## src/rtl/phy_mgmt_pkg.sv

```systemverilog
package phy_mgmt_pkg;

    typedef enum logic [1:0] {
        ACC_RW,
        ACC_WO,
        ACC_W1C,
        ACC_RO
    } acc_e;

    typedef enum logic [1:0] {
        S_IDLE,
        S_READ,
        S_WRITE
    } seq_state_e;

    localparam int unsigned IDX_CMD     = 0;
    localparam int unsigned IDX_ADDR    = 1;
    localparam int unsigned IDX_WDATA   = 2;
    localparam int unsigned IDX_RDATA   = 3;
    localparam int unsigned IDX_SCRATCH = 4;
    localparam int unsigned IDX_WONLY   = 5;
    localparam int unsigned IDX_EVENT   = 6;
    localparam int unsigned IDX_RSVD    = 7;

    // access type of each bus register index
    function automatic acc_e acc_of(input int unsigned i);
        case (i)
            IDX_CMD, IDX_ADDR, IDX_WDATA, IDX_SCRATCH: return ACC_RW;
            IDX_WONLY:                                 return ACC_WO;
            IDX_EVENT:                                 return ACC_W1C;
            default:                                   return ACC_RO;
        endcase
    endfunction

endpackage

```

## src/rtl/mgmt_regbank.sv

```systemverilog
module mgmt_regbank
    import phy_mgmt_pkg::*;
#(
    parameter int unsigned NREG   = 8,
    parameter int unsigned DW     = 32,
    parameter int unsigned KEEP_W = 16,
    localparam int unsigned IDX_W = $clog2(NREG)
) (
    input  logic                     clk,
    input  logic                     rst_n,
    input  logic                     we,
    input  logic [IDX_W-1:0]         idx,
    input  logic [DW-1:0]            wdata,
    input  logic                     ld_en,
    input  logic [DW-1:0]            ld_val,
    input  logic [DW-1:0]            set_bits,
    output logic [NREG-1:0][DW-1:0]  regs_o
);

    for (genvar i = 0; i < NREG; i++) begin : g_reg
        localparam acc_e ACC = acc_of(i);
        localparam logic [DW-1:0] KEEP =
            (i == IDX_WDATA) ? {{(DW-KEEP_W){1'b0}}, {KEEP_W{1'b1}}} : {DW{1'b1}};
        logic hit;
        assign hit = we && (idx == IDX_W'(i));

        if (ACC == ACC_W1C) begin : g_w1c
            logic [DW-1:0] q;
            always_ff @(posedge clk) begin
                if (!rst_n) q <= '0;
                else        q <= (q & ~(hit ? wdata : '0)) | set_bits;
            end
            assign regs_o[i] = q;
        end else if (ACC == ACC_RO) begin : g_ro
            if (i == IDX_RDATA) begin : g_load
                logic [DW-1:0] q;
                always_ff @(posedge clk) begin
                    if (!rst_n)     q <= '0;
                    else if (ld_en) q <= ld_val;
                end
                assign regs_o[i] = q;
            end else begin : g_zero
                assign regs_o[i] = '0;
            end
        end else begin : g_rw
            logic [DW-1:0] q;
            always_ff @(posedge clk) begin
                if (!rst_n)   q <= '0;
                else if (hit) q <= wdata & KEEP;
            end
            assign regs_o[i] = q;
        end
    end

endmodule

```

## src/rtl/mgmt_seq.sv

```systemverilog
module mgmt_seq
    import phy_mgmt_pkg::*;
#(
    parameter int unsigned IDX_W = 3,
    parameter int unsigned FW    = 5,
    parameter int unsigned PW    = 16
) (
    input  logic             clk,
    input  logic             rst_n,
    input  logic             we,
    input  logic [IDX_W-1:0] idx,
    input  logic             rd_bit_new,
    input  logic             rd_bit_old,
    input  logic [PW-1:0]    wr_val,
    input  logic [FW-1:0]    preg_in,
    output logic             rd_go,
    output logic             wr_go,
    output logic [FW-1:0]    preg_q,
    output logic [PW-1:0]    wval_q
);

    seq_state_e state_q, state_d;
    logic       start_rd, start_wr;

    assign start_rd = we && (idx == IDX_W'(IDX_CMD)) && rd_bit_new && !rd_bit_old;
    assign start_wr = we && (idx == IDX_W'(IDX_WDATA));

    // next-state selection: every state leaves on a new command or on done
    always_comb begin
        unique case (state_q)
            S_IDLE, S_READ, S_WRITE: begin
                if (start_rd)      state_d = S_READ;
                else if (start_wr) state_d = S_WRITE;
                else               state_d = S_IDLE;
            end
            default:               state_d = S_IDLE;
        endcase
    end

    // state register and operand capture
    always_ff @(posedge clk) begin
        if (!rst_n) begin
            state_q <= S_IDLE;
            preg_q  <= '0;
            wval_q  <= '0;
        end else begin
            state_q <= state_d;
            if (start_rd || start_wr) preg_q <= preg_in;
            if (start_wr)             wval_q <= wr_val;
        end
    end

    // outputs
    always_comb begin
        rd_go = 1'b0;
        wr_go = 1'b0;
        unique case (state_q)
            S_IDLE:  ;
            S_READ:  rd_go = 1'b1;
            S_WRITE: wr_go = 1'b1;
            default: ;
        endcase
    end

endmodule

```

## src/rtl/phy_model.sv

```systemverilog
module phy_model #(
    parameter int unsigned  FW         = 5,
    parameter int unsigned  PW         = 16,
    parameter logic [PW-1:0] STAT_CAPS = 16'h7809,
    parameter int unsigned  LINK_BIT   = 2,
    parameter logic [PW-1:0] CTRL_CLR  = 16'h8100,
    parameter int unsigned  FIX_REG    = 10,
    parameter logic [PW-1:0] FIX_VAL   = 16'h1800
) (
    input  logic          clk,
    input  logic          rst_n,
    input  logic          link_up,
    input  logic          wr_go,
    input  logic [FW-1:0] sel,
    input  logic [PW-1:0] wval,
    output logic [PW-1:0] rd_val,
    output logic [PW-1:0] ctrl_o
);

    localparam logic [FW-1:0] REG_CTRL = FW'(0);
    localparam logic [FW-1:0] REG_STAT = FW'(1);
    localparam logic [FW-1:0] REG_FIX  = FW'(FIX_REG);

    logic [PW-1:0] ctrl_q;
    logic [PW-1:0] stat_w;

    always_ff @(posedge clk) begin
        if (!rst_n)
            ctrl_q <= '0;
        else if (wr_go && sel == REG_CTRL)
            ctrl_q <= wval & ~CTRL_CLR;
    end

    always_comb begin
        stat_w           = STAT_CAPS;
        stat_w[LINK_BIT] = link_up;
    end

    always_comb begin
        unique case (sel)
            REG_CTRL: rd_val = ctrl_q;
            REG_STAT: rd_val = stat_w;
            REG_FIX:  rd_val = FIX_VAL;
            default:  rd_val = '0;
        endcase
    end

    assign ctrl_o = ctrl_q;

endmodule

```

## src/rtl/phy_mgmt_front.sv

```systemverilog
module phy_mgmt_front
    import phy_mgmt_pkg::*;
#(
    parameter int unsigned NREG = 8,
    parameter int unsigned DW   = 32,
    parameter int unsigned PW   = 16,
    parameter int unsigned FW   = 5,
    localparam int unsigned IDX_W = $clog2(NREG)
) (
    input  logic             clk,
    input  logic             rst_n,
    input  logic             bus_we,
    input  logic [IDX_W-1:0] bus_idx,
    input  logic [DW-1:0]    bus_wdata,
    output logic [DW-1:0]    bus_rdata,
    input  logic             link_up
);

    logic [NREG-1:0][DW-1:0] regs;
    logic                    rd_go, wr_go;
    logic [FW-1:0]           preg;
    logic [PW-1:0]           wval;
    logic [PW-1:0]           phy_rd;
    logic [PW-1:0]           phy_ctrl;
    logic                    link_q;
    logic [DW-1:0]           ev_set;

    logic [DW-1:0] cmd_reg, addr_reg, wdat_reg, stat_reg, event_reg;
    assign cmd_reg   = regs[IDX_CMD];
    assign addr_reg  = regs[IDX_ADDR];
    assign wdat_reg  = regs[IDX_WDATA];
    assign stat_reg  = regs[IDX_RDATA];
    assign event_reg = regs[IDX_EVENT];

    always_ff @(posedge clk) begin
        if (!rst_n) link_q <= link_up;
        else        link_q <= link_up;
    end
    assign ev_set = {{(DW-1){1'b0}}, link_q ^ link_up};

    mgmt_regbank #(.NREG(NREG), .DW(DW), .KEEP_W(PW)) u_bank (
        .clk      (clk),
        .rst_n    (rst_n),
        .we       (bus_we),
        .idx      (bus_idx),
        .wdata    (bus_wdata),
        .ld_en    (rd_go),
        .ld_val   ({{(DW-PW){1'b0}}, phy_rd}),
        .set_bits (ev_set),
        .regs_o   (regs)
    );

    mgmt_seq #(.IDX_W(IDX_W), .FW(FW), .PW(PW)) u_seq (
        .clk        (clk),
        .rst_n      (rst_n),
        .we         (bus_we),
        .idx        (bus_idx),
        .rd_bit_new (bus_wdata[0]),
        .rd_bit_old (cmd_reg[0]),
        .wr_val     (bus_wdata[PW-1:0]),
        .preg_in    (addr_reg[FW-1:0]),
        .rd_go      (rd_go),
        .wr_go      (wr_go),
        .preg_q     (preg),
        .wval_q     (wval)
    );

    phy_model #(.FW(FW), .PW(PW)) u_phy (
        .clk     (clk),
        .rst_n   (rst_n),
        .link_up (link_up),
        .wr_go   (wr_go),
        .sel     (preg),
        .wval    (wval),
        .rd_val  (phy_rd),
        .ctrl_o  (phy_ctrl)
    );

    assign bus_rdata = regs[bus_idx];

endmodule

```

## config.mk

```make
export PLATFORM = sky130hd
export DESIGN_NAME = phy_mgmt_front
export DESIGN_NICKNAME = d
export VERILOG_FILES = /design/src/rtl/phy_mgmt_pkg.sv /design/src/rtl/mgmt_regbank.sv /design/src/rtl/mgmt_seq.sv /design/src/rtl/phy_model.sv /design/src/rtl/phy_mgmt_front.sv
export SDC_FILE = /design/constraint.sdc
export NUM_CORES = 1
export LEC_CHECK = 0
export BUFFER_PORTS_ARGS = -buffer_cell sky130_fd_sc_hd__buf_2
export CAP_MARGIN = 20
export CORE_MARGIN = 1
export CORE_UTILIZATION = 55
export CTS_CLUSTER_DIAMETER = 80
export CTS_CLUSTER_SIZE = 10
export DETAILED_ROUTE_END_ITERATION = 10
export PLACE_DENSITY_LB_ADDON = 0.12
export SYNTH_ARGS = -nofsm -noshare
export SYNTH_HDL_FRONTEND = slang
export SYNTH_SLANG_ARGS = --single-unit
export TNS_END_PERCENT = 1
```

## constraint.sdc

```tcl
create_clock -name clk -period 2 [get_ports clk]
set_input_delay 0.2 -clock clk [delete_from_list [all_inputs] [get_ports clk]]
set_output_delay 0.2 -clock clk [all_outputs]
set_load 0.01 [all_outputs]
```

# Yosys cells after proc, flatten, opt, wreduce, memory -nomap -nowiden

Cells that the tools add are included.

Output and inout bits: 32
Flip-flop bits (word level): 214
Input port bits: 39
Logic and storage cells: 53

Bitwise operators: 6
$lt $le $gt $ge: 1
Mux-type cells: 8
Reductions and logical operators: 17
Equality and inequality tests: 9

Operator list:

| kind                                                        | number |
|---|---|
| binary-select mux 32 bit (select 3 bit)                     | 1 |
| two-way mux 32 bit                                          | 2 |
| case mux 15 bit (3 select lines)                            | 1 |
| bitwise AND 32 bit                                          | 1 |
| NOT 32 bit                                                  | 1 |
| bitwise OR 32 x 1 -> 32 bit                                 | 1 |
| == test 3 bit (second input constant)                       | 3 |
| logical AND 1 bit                                           | 9 |
| OR reduction 3 bit                                          | 2 |
| == test 5 x 1 -> 1 bit (second input constant)              | 1 |
| == test 5 x 4 -> 1 bit (second input constant)              | 1 |
| logical NOT 5 bit                                           | 1 |
| less-than comparator 3 x 4 -> 1 bit (second input constant) | 1 |
| == test 3 x 1 -> 1 bit (second input constant)              | 1 |
| == test 3 x 2 -> 1 bit (second input constant)              | 1 |
| logical NOT 3 bit                                           | 1 |
| two-way mux 1 bit                                           | 3 |
| == test 2 x 1 -> 1 bit (second input constant)              | 1 |
| == test 2 bit (second input constant)                       | 1 |
| logical NOT 2 bit                                           | 1 |
| two-way mux 2 bit                                           | 1 |
| NOT 1 bit                                                   | 2 |
| AND reduction 2 bit                                         | 1 |
| logical NOT 1 bit                                           | 1 |
| 2 further kinds                                             | 2 |

# Depth between registers and ports, before layout

Gate-level depths: netlist of run 1.

Depth after elaboration: 6
Mapped depth: 7
Mapped depth without buffers: 4

# Hierarchy

From an unflattened synthesis of run 1, not the netlist that was laid out.

Cells, all modules: 1105
Area total of the unflattened synthesis: 11798.8 um^2

By module, submodules not included:

| module         | area each (um^2) | times used | cells each | sequential area each (um^2) |
|---|---|---|---|---|
| mgmt_regbank   | 8018.9           | 1          | 794        | 4164.0 |
| phy_mgmt_front | 2105.8           | 1          | 117        | 20.0 |
| mgmt_seq       | 904.6            | 1          | 105        | 460.4 |
| phy_model      | 769.5            | 1          | 89         | 280.3 |

# Worst setup path before layout of run 1

No wires, ideal clock.

Path type: register to register
Start: reg u_seq.preg_q[4]
End: reg u_phy.ctrl_q[3], in the netlist u_phy.ctrl_o[3]
Buffers on the path: 1
Required time: 1.878 ns
Slack: 0.272 ns
Clock period less this slack: 1.728 ns
Setup time: 0.122 ns
Stages on the path, launching flop included: 5
Data arrival time: 1.606 ns
Path through: dfxtp_1 > or4_4 > nor4b_4 > buf_6 > o21ai_0

Cells in the longest elaborated chain, start to end: 2

Ends and longest elaborated chain:

| element                | line            | RTL |
|---|---|---|
| start, declared        | mgmt_seq.sv:18  | `output logic [FW-1:0] preg_q,` |
| start signal, assigned | mgmt_seq.sv:48  | `if (start_rd \|\| start_wr) preg_q <= preg_in;` |
| logical NOT 5 bit      | phy_model.sv:30 | `else if (wr_go && sel == REG_CTRL)` |
| logical AND 1 bit      | phy_model.sv:30 |  |
| end signal, assigned   | phy_model.sv:31 | `ctrl_q <= wval & ~CTRL_CLR;` |
| end, declared          | phy_model.sv:24 | `logic [PW-1:0] ctrl_q;` |

Every way passes these cells.
A chain may end at the register's enable or synchronous reset.

==> reports/summary.json, run 1 <==
{
  "outcome": "finished, violations left",
  "violated_checks": "DRC",
  "via_density_per_instance": 5.62,
  "clock_buffer_count_from_cts": 25,
  "drive_gt1_frac": 0.159,
  "routedWlPerCell_um": 17.4,
  "ant_nets": 0,
  "via_count_of_the_first_global_routing_pass": 7721,
  "detailed_place_hpwl_um": 15600,
  "syn_area_sq_um": 9280,
  "finish.net_count": 1213,
  "synth-async-reset-ratio": 0,
  "via_count": 7833,
  "worstPathRequired_ns": 1.80,
  "final_hold_viol_count": 0,
  "drcViolationCount": 2,
  "cts_num_sinks": 212,
  "synth_area_per_cell_sq_um": 8.56,
  "crit_buf_inv": 1,
  "report.power.total_mw": 8.77,
  "layout_min_cycle_time_ns": 1.93,
  "clkSlewWorstSetupHoldPaths_ns": 0.05,
  "antenna_fix_cells": 0,
  "synthFlopType": "sky130_fd_sc_hd__dfxtp_1",
  "cts_repair_resized_insts": 0,
  "layout.cells.non_filler": 1393,
  "power_leakage_nw": 4.05,
  "first_pass_iters": 8,
  "finalCritPeriodShare": 0.967,
  "multi_input_area_sq_um": 4650,
  "worst_setup_path_start_kind": "flip-flop",
  "boundaryPins": 71,
  "cell_pwr_density_nw_per_um2": 803,
  "timing_worst_setup_path_type": "flip-flop to output pin",
  "regArea_sq_um": 4240,
  "cell_chain_of_the_critical_path": "mux4_2 > mux2_2 > buf_2",
  "yosysUniqueCellTypes": 37,
  "tightest_slew_ns": 0.762,
  "clock-root-buffer": "sky130_fd_sc_hd__clkbuf_16",
  "worst-endpoint-arrival_ns": 1.73,
  "hp-class": "input pin to flip-flop",
  "synth_top_cells_by_area": "sky130_fd_sc_hd__dfxtp_1, sky130_fd_sc_hd__nand2_1, sky130_fd_sc_hd__a21boi_0",
  "slew_headroom": 0.490,
  "synthToLayoutAreaGrowth_pct": 17.7,
  "count_of_yosys_warnings_during_synthesis": 0,
  "die-area_sq_um": 17400,
  "clock_insertion_delay_worst_skew_ns": 0.51,
  "maxCapViolations": 0,
  "timing.clock.skew_ns": 0.0163,
  "count_of_flip_flops_with_a_built_in_enable_after_synthesis": 0,
  "placedCellCount": 1335,
  "slowest_cell_on_the_critical_path": "sky130_fd_sc_hd__mux4_2",
  "maximum_clock_rate_mhz": 517,
  "synthesis.instances": 1084,
  "worst_setup_path_end_kind": "output pin",
  "path_max_fanout": 3,
  "start_util": 0.562,
  "synth_top_cell_area_share": 0.457,
  "timing.final.max_slew_violations": 0,
  "fillerInstances": 1435,
  "whs_ns": 0.0341,
  "grt_setup_unrepaired": "false",
  "end_of_flow_core_utilization": 0.661,
  "timing.critical_path.slowest_cell_delay_ns": 0.47,
  "drt-initial-drc-count": 547,
  "cts_htree_levels": 1,
  "die_h_um": 132,
  "postSynthRegisterBits": 212,
  "io_buffer_count": 70,
  "netlist_top_cells_count": "sky130_fd_sc_hd__nand2_1, sky130_fd_sc_hd__dfxtp_1, sky130_fd_sc_hd__a21boi_0",
  "vdd_drop_max_v": 0.000618,
  "routed_wl_um": 24200,
  "globalRouteTotalUtil": 0.285,
  "gr-total-overflow": 0,
  "fp-row-count": 47,
  "cts_max_path_buffers": 3,
  "synth.yosys.seq_area_share": 0.457,
  "finalSetupViolCount": 0,
  "antenna_found_initial": 0,
  "synth.most_common_cell": "sky130_fd_sc_hd__nand2_1",
  "chipWidth_um": 132,
  "synth.net_count": 1123,
  "gpl.final_weighted_congestion": 0.793,
  "largest_area_contributor_in_the_synthesized_netlist": "sky130_fd_sc_hd__dfxtp_1",
  "tritoncts": "yes",
  "maximum_number_of_pins_on_one_net_before_global_route_repair": 70,
  "wire_length_of_the_first_global_routing_pass_um": 40200,
  "coreArea_sq_um": 16500,
  "totalNegativeSetupSlack_ns": 0,
  "cpLargestDelayFamily": "multiplexers"
}
-- final cells by class --
cell class	count	area share
clock buffers	25	0.0573
well taps	220	0.0252
inverters	1	0.000344
clock inverters	1	0.000802
repair buffers	149	0.102
multi-input cells	785	0.425
flip-flops and latches	212	0.389
-- routing by layer --
| metal | track usage | vias up | share of wire |
|---|---|---|---|
| li1 | - | 3843 | - |
| met2 | 0.490 | 179 | 0.48 |
| met1 | 0.370 | 3771 | 0.45 |
| met3 | 0.0365 | 40 | 0.042 |
| met5 | 0 | - | 0 |
| met4 | 0.0969 | 0 | 0.026 |
-- sequential cells by signal (all words and copies together), names as in the netlist --
register,cells
u_seq.preg_q,5
u_bank.g.g_rw.q,128
u_bank.g.g_ro.g_load.q,14
u_bank.g.g_w1c.q,32
u_phy.ctrl_o,14
u_seq.wval_q,16
u_seq.state_q,2
link_q,1
-- worst paths after layout --
kind                                                  start                     endpoint  slack, ns  depth (start not counted)
worst max-delay path                        u_seq.wval_q[0]                 bus_rdata[0]       0.07                          3
worst min-delay path                           bus_wdata[0]    u_bank.g_reg[4].g_rw.q[0]       0.03                          3
worst max register to register              u_seq.preg_q[4]             u_phy.ctrl_o[12]       0.26                          5
worst min register to register  u_bank.g_reg[6].g_w1c.q[23]  u_bank.g_reg[6].g_w1c.q[23]       0.43                          2
-- worst register-to-register path: cells and delay by family, from the launching register on --
family | cells | cell delay, ns
AOI/OAI and AO/OA | 1 | 0.07
buffers and inverters | 1 | 0.30
DFF | 1 | 0.33
and+or+nand+nor | 3 | 0.98
-- through the flow --
| step | cell area, sq um | setup WS, ns |
|---|---|---|
| 3_3_place_gp | 9970 | 0.253 |
| 6_report | 10900 | 0.0661 |
| 4_1_cts | 10900 | 0.0569 |
| 3_5_place_dp | 9970 | 0.227 |
| 2_1_floorplan | 9280 | 0.272 |
| 5_1_grt | 10900 | 0.00950 |
-- placed cells by master (no fill, tap or decap), types with 24 or more instances in the layout --
| cell | n |
|---|---|
| sky130_fd_sc_hd__mux2i_1 | 54 |
| sky130_fd_sc_hd__clkbuf_16 | 25 |
| sky130_fd_sc_hd__dfxtp_1 | 212 |
| sky130_fd_sc_hd__nand3_1 | 24 |
| sky130_fd_sc_hd__a21boi_0 | 143 |
| sky130_fd_sc_hd__nand2_1 | 378 |
| sky130_fd_sc_hd__o21ai_0 | 40 |
| sky130_fd_sc_hd__a21oi_1 | 41 |
| sky130_fd_sc_hd__buf_2 | 67 |
| sky130_fd_sc_hd__buf_4 | 43 |
| sky130_fd_sc_hd__dlygate4sd3_1 | 32 |
-- what timing repair did --
item                       CTS  global route
buffers inserted             0             0
hold buffers                32             0
hold endpoints to repair   110             0
setup endpoints to repair    0             0
-- cell families after synthesis --
logic type	share of synthesized area
AO/OA/AOI/OAI	0.197
XOR/XNOR	0.000944
buffers and inverters	0.0437
flip-flops	0.457
multiplexers	0.112
AND/OR/NAND/NOR	0.190
-- where the power goes --
part           internal, mW  switching (mW)  total (mW)
Combinational         0.279           0.381       0.659
Sequential             4.29          0.0382        4.33
Clock                  2.19            1.59        3.78
Total                  6.76            2.01        8.77
No activity file was read; power rests on OpenSTA's default activity.
==> run 2, diff against run 1 <==
Settings changed: BUFFER_PORTS_ARGS -buffer_cell sky130_fd_sc_hd__buf_2 to unset, DONT_BUFFER_PORTS set to 1.
==> reports/summary.json, run 2 (synthesis gave the netlist of run 1 again) <==
{
  "first_pass_iters": 5,
  "maximum_clock_rate_mhz": 542,
  "globalRouteTotalUtil": 0.293,
  "largest_registers": "u_bank.g.g_rw.q: 128 flops, u_bank.g.g_w1c.q: 32 flops, u_seq.wval_q: 16 flops",
  "largest_register": "u_bank.g.g_rw.q",
  "end_of_flow_core_utilization": 0.689,
  "cts_max_path_buffers": 3,
  "coreArea_sq_um": 16500,
  "slew_headroom": 0.552,
  "maxCapViolations": 0,
  "wire_length_of_the_first_global_routing_pass_um": 41200,
  "gr-total-overflow": 0,
  "switchingPower_mw": 1.92,
  "cell_pwr_density_nw_per_um2": 760,
  "grt_setup_unrepaired": "false",
  "finish.net_count": 1223,
  "worst_setup_path_end_kind": "output pin",
  "fp-row-count": 47,
  "drive_gt1_frac": 0.0845,
  "mostFrequentLayoutCells": "sky130_fd_sc_hd__nand2_1, sky130_fd_sc_hd__dfxtp_1, sky130_fd_sc_hd__a21boi_0, sky130_fd_sc_hd__dlygate4sd3_1, sky130_fd_sc_hd__mux2i_1",
  "gpl.final_weighted_congestion": 0.829,
  "die-area_sq_um": 17400,
  "final_hold_viol_count": 0,
  "timing.clock.skew_ns": 0.0163,
  "totalNegativeSetupSlack_ns": 0,
  "clock_power_frac": 0.440,
  "routedWlPerCell_um": 17.9,
  "worst-endpoint-arrival_ns": 1.65,
  "cts_num_sinks": 212,
  "worst_setup_path_start_kind": "flip-flop",
  "hp-class": "input pin to flip-flop",
  "worstPathRequired_ns": 1.80,
  "timing.final.max_slew_violations": 0,
  "path_max_fanout": 3,
  "layout_min_cycle_time_ns": 1.85,
  "cts_htree_levels": 1,
  "clkSlewWorstSetupHoldPaths_ns": 0.05,
  "chipWidth_um": 132,
  "ant_nets": 0,
  "netSwitchingFraction": 0.222,
  "tritoncts": "yes",
  "outcome": "finished clean",
  "vdd_drop_max_v": 0.000617,
  "via_count_of_the_first_global_routing_pass": 7842,
  "drcViolationCount": 0,
  "power_frac_seq": 0.500,
  "fillerInstances": 1373,
  "timing_worst_setup_path_type": "flip-flop to output pin",
  "tightest_slew_ns": 0.669,
  "detailed_place_hpwl_um": 13500,
  "internal-power_mw": 6.73,
  "cts_repair_resized_insts": 0,
  "start_util": 0.562,
  "synthToLayoutAreaGrowth_pct": 22.7,
  "io_buffer_count": 0,
  "p_comb_frac": 0.060,
  "postCtsSetupRepairBufs": 0,
  "clock_buffer_count_from_cts": 25,
  "slowest_cell_on_the_critical_path": "sky130_fd_sc_hd__mux4_2",
  "flip_flop_count_of_the_largest_register_after_layout": 128,
  "via_density_per_instance": 5.62,
  "finalCritPeriodShare": 0.923,
  "finalSetupViolCount": 0,
  "via_count": 7887,
  "boundaryPins": 71,
  "mostFrequentLayoutCell": "sky130_fd_sc_hd__nand2_1",
  "maximum_number_of_pins_on_one_net_before_global_route_repair": 130,
  "antenna_found_initial": 2,
  "clock_insertion_delay_worst_skew_ns": 0.51,
  "clock-root-buffer": "sky130_fd_sc_hd__clkbuf_16",
  "routed_wl_um": 25200,
  "die_h_um": 132,
  "drt-initial-drc-count": 533,
  "cell_chain_of_the_critical_path": "mux4_2 > mux2_2",
  "timing.critical_path.slowest_cell_delay_ns": 0.48,
  "power_leakage_nw": 4.29
}
[run 2: area by class of cell]
| class | count | area [sq um] | area share |
|---|---|---|---|
| diodes | 1 | 2.50 | 0.000220 |
| clock buffers | 25 | 626 | 0.0550 |
| clock inverters | 1 | 8.76 | 0.000770 |
| inverters | 1 | 3.75 | 0.000330 |
| flip-flops and latches | 212 | 4240 | 0.373 |
| repair buffers | 159 | 1570 | 0.138 |
| multi-input cells | 785 | 4650 | 0.408 |
| well taps | 220 | 275 | 0.0242 |
[run 2: critical path, delay by kind of cell (launching register included)]
family	cells	cell delay, ns
DFF	1	0.35
muxes	2	0.80
[run 2: path summary, 6_finish.rpt]
path | from | endpoint | slack, ns | depth (start not counted)
min | bus_wdata[0] | u_seq.state_q[0] | 0.06 | 2
min reg2reg | u_bank.g_reg[4].g_rw.q[20] | u_bank.g_reg[4].g_rw.q[20] | 0.46 | 2
max | u_bank.g_reg[1].g_rw.q[3] | bus_rdata[3] | 0.15 | 2
max reg2reg | u_seq.preg_q[4] | u_phy.ctrl_o[11] | 0.22 | 5
[run 2: timing repair]
action / 4_1_cts / 5_1_grt
hold buffers: 130 / 0
setup endpoints to repair: 0 / 0
endpoints found under the hold margin: 212 / 0
[run 2: layer usage]
layer,vias up,GRT usage,wire length [um]
met3,38,0.0434,1400
li1,3856,-,-
met1,3792,0.392,11300
met5,-,0,13
met2,199,0.495,12000
met4,2,0.0749,421
[run 2: power by group through the flow]
stage / Sequential, mW / Clock, mW / Combinational, mW
floorplan: 4.41 / 0 / 0.362
global placement: 4.42 / 0 / 0.326
detailed placement: 4.42 / 0 / 0.331
CTS: 4.33 / 3.87 / 0.512
global route: 4.33 / 4.02 / 0.558
finish: 4.33 / 3.81 / 0.516
[run 2: metrics by stage]
| stage | power (mW) | std cells | hold slack (ns) | instance area (sq um) | setup WS (ns) |
|---|---|---|---|---|---|
| after floorplan | 4.77 | 1084 | 0.228 | 9280 | 0.272 |
| after global placement | 4.74 | 1247 | 0.228 | 9430 | 0.371 |
| after detailed placement | 4.75 | 1247 | 0.228 | 9430 | 0.322 |
| after CTS | 8.70 | 1403 | 0.0480 | 11400 | 0.148 |
| after global routing | 8.91 | 1404 | 0.0570 | 11400 | 0.136 |
| final | 8.65 | 1404 | 0.0554 | 11400 | 0.154 |
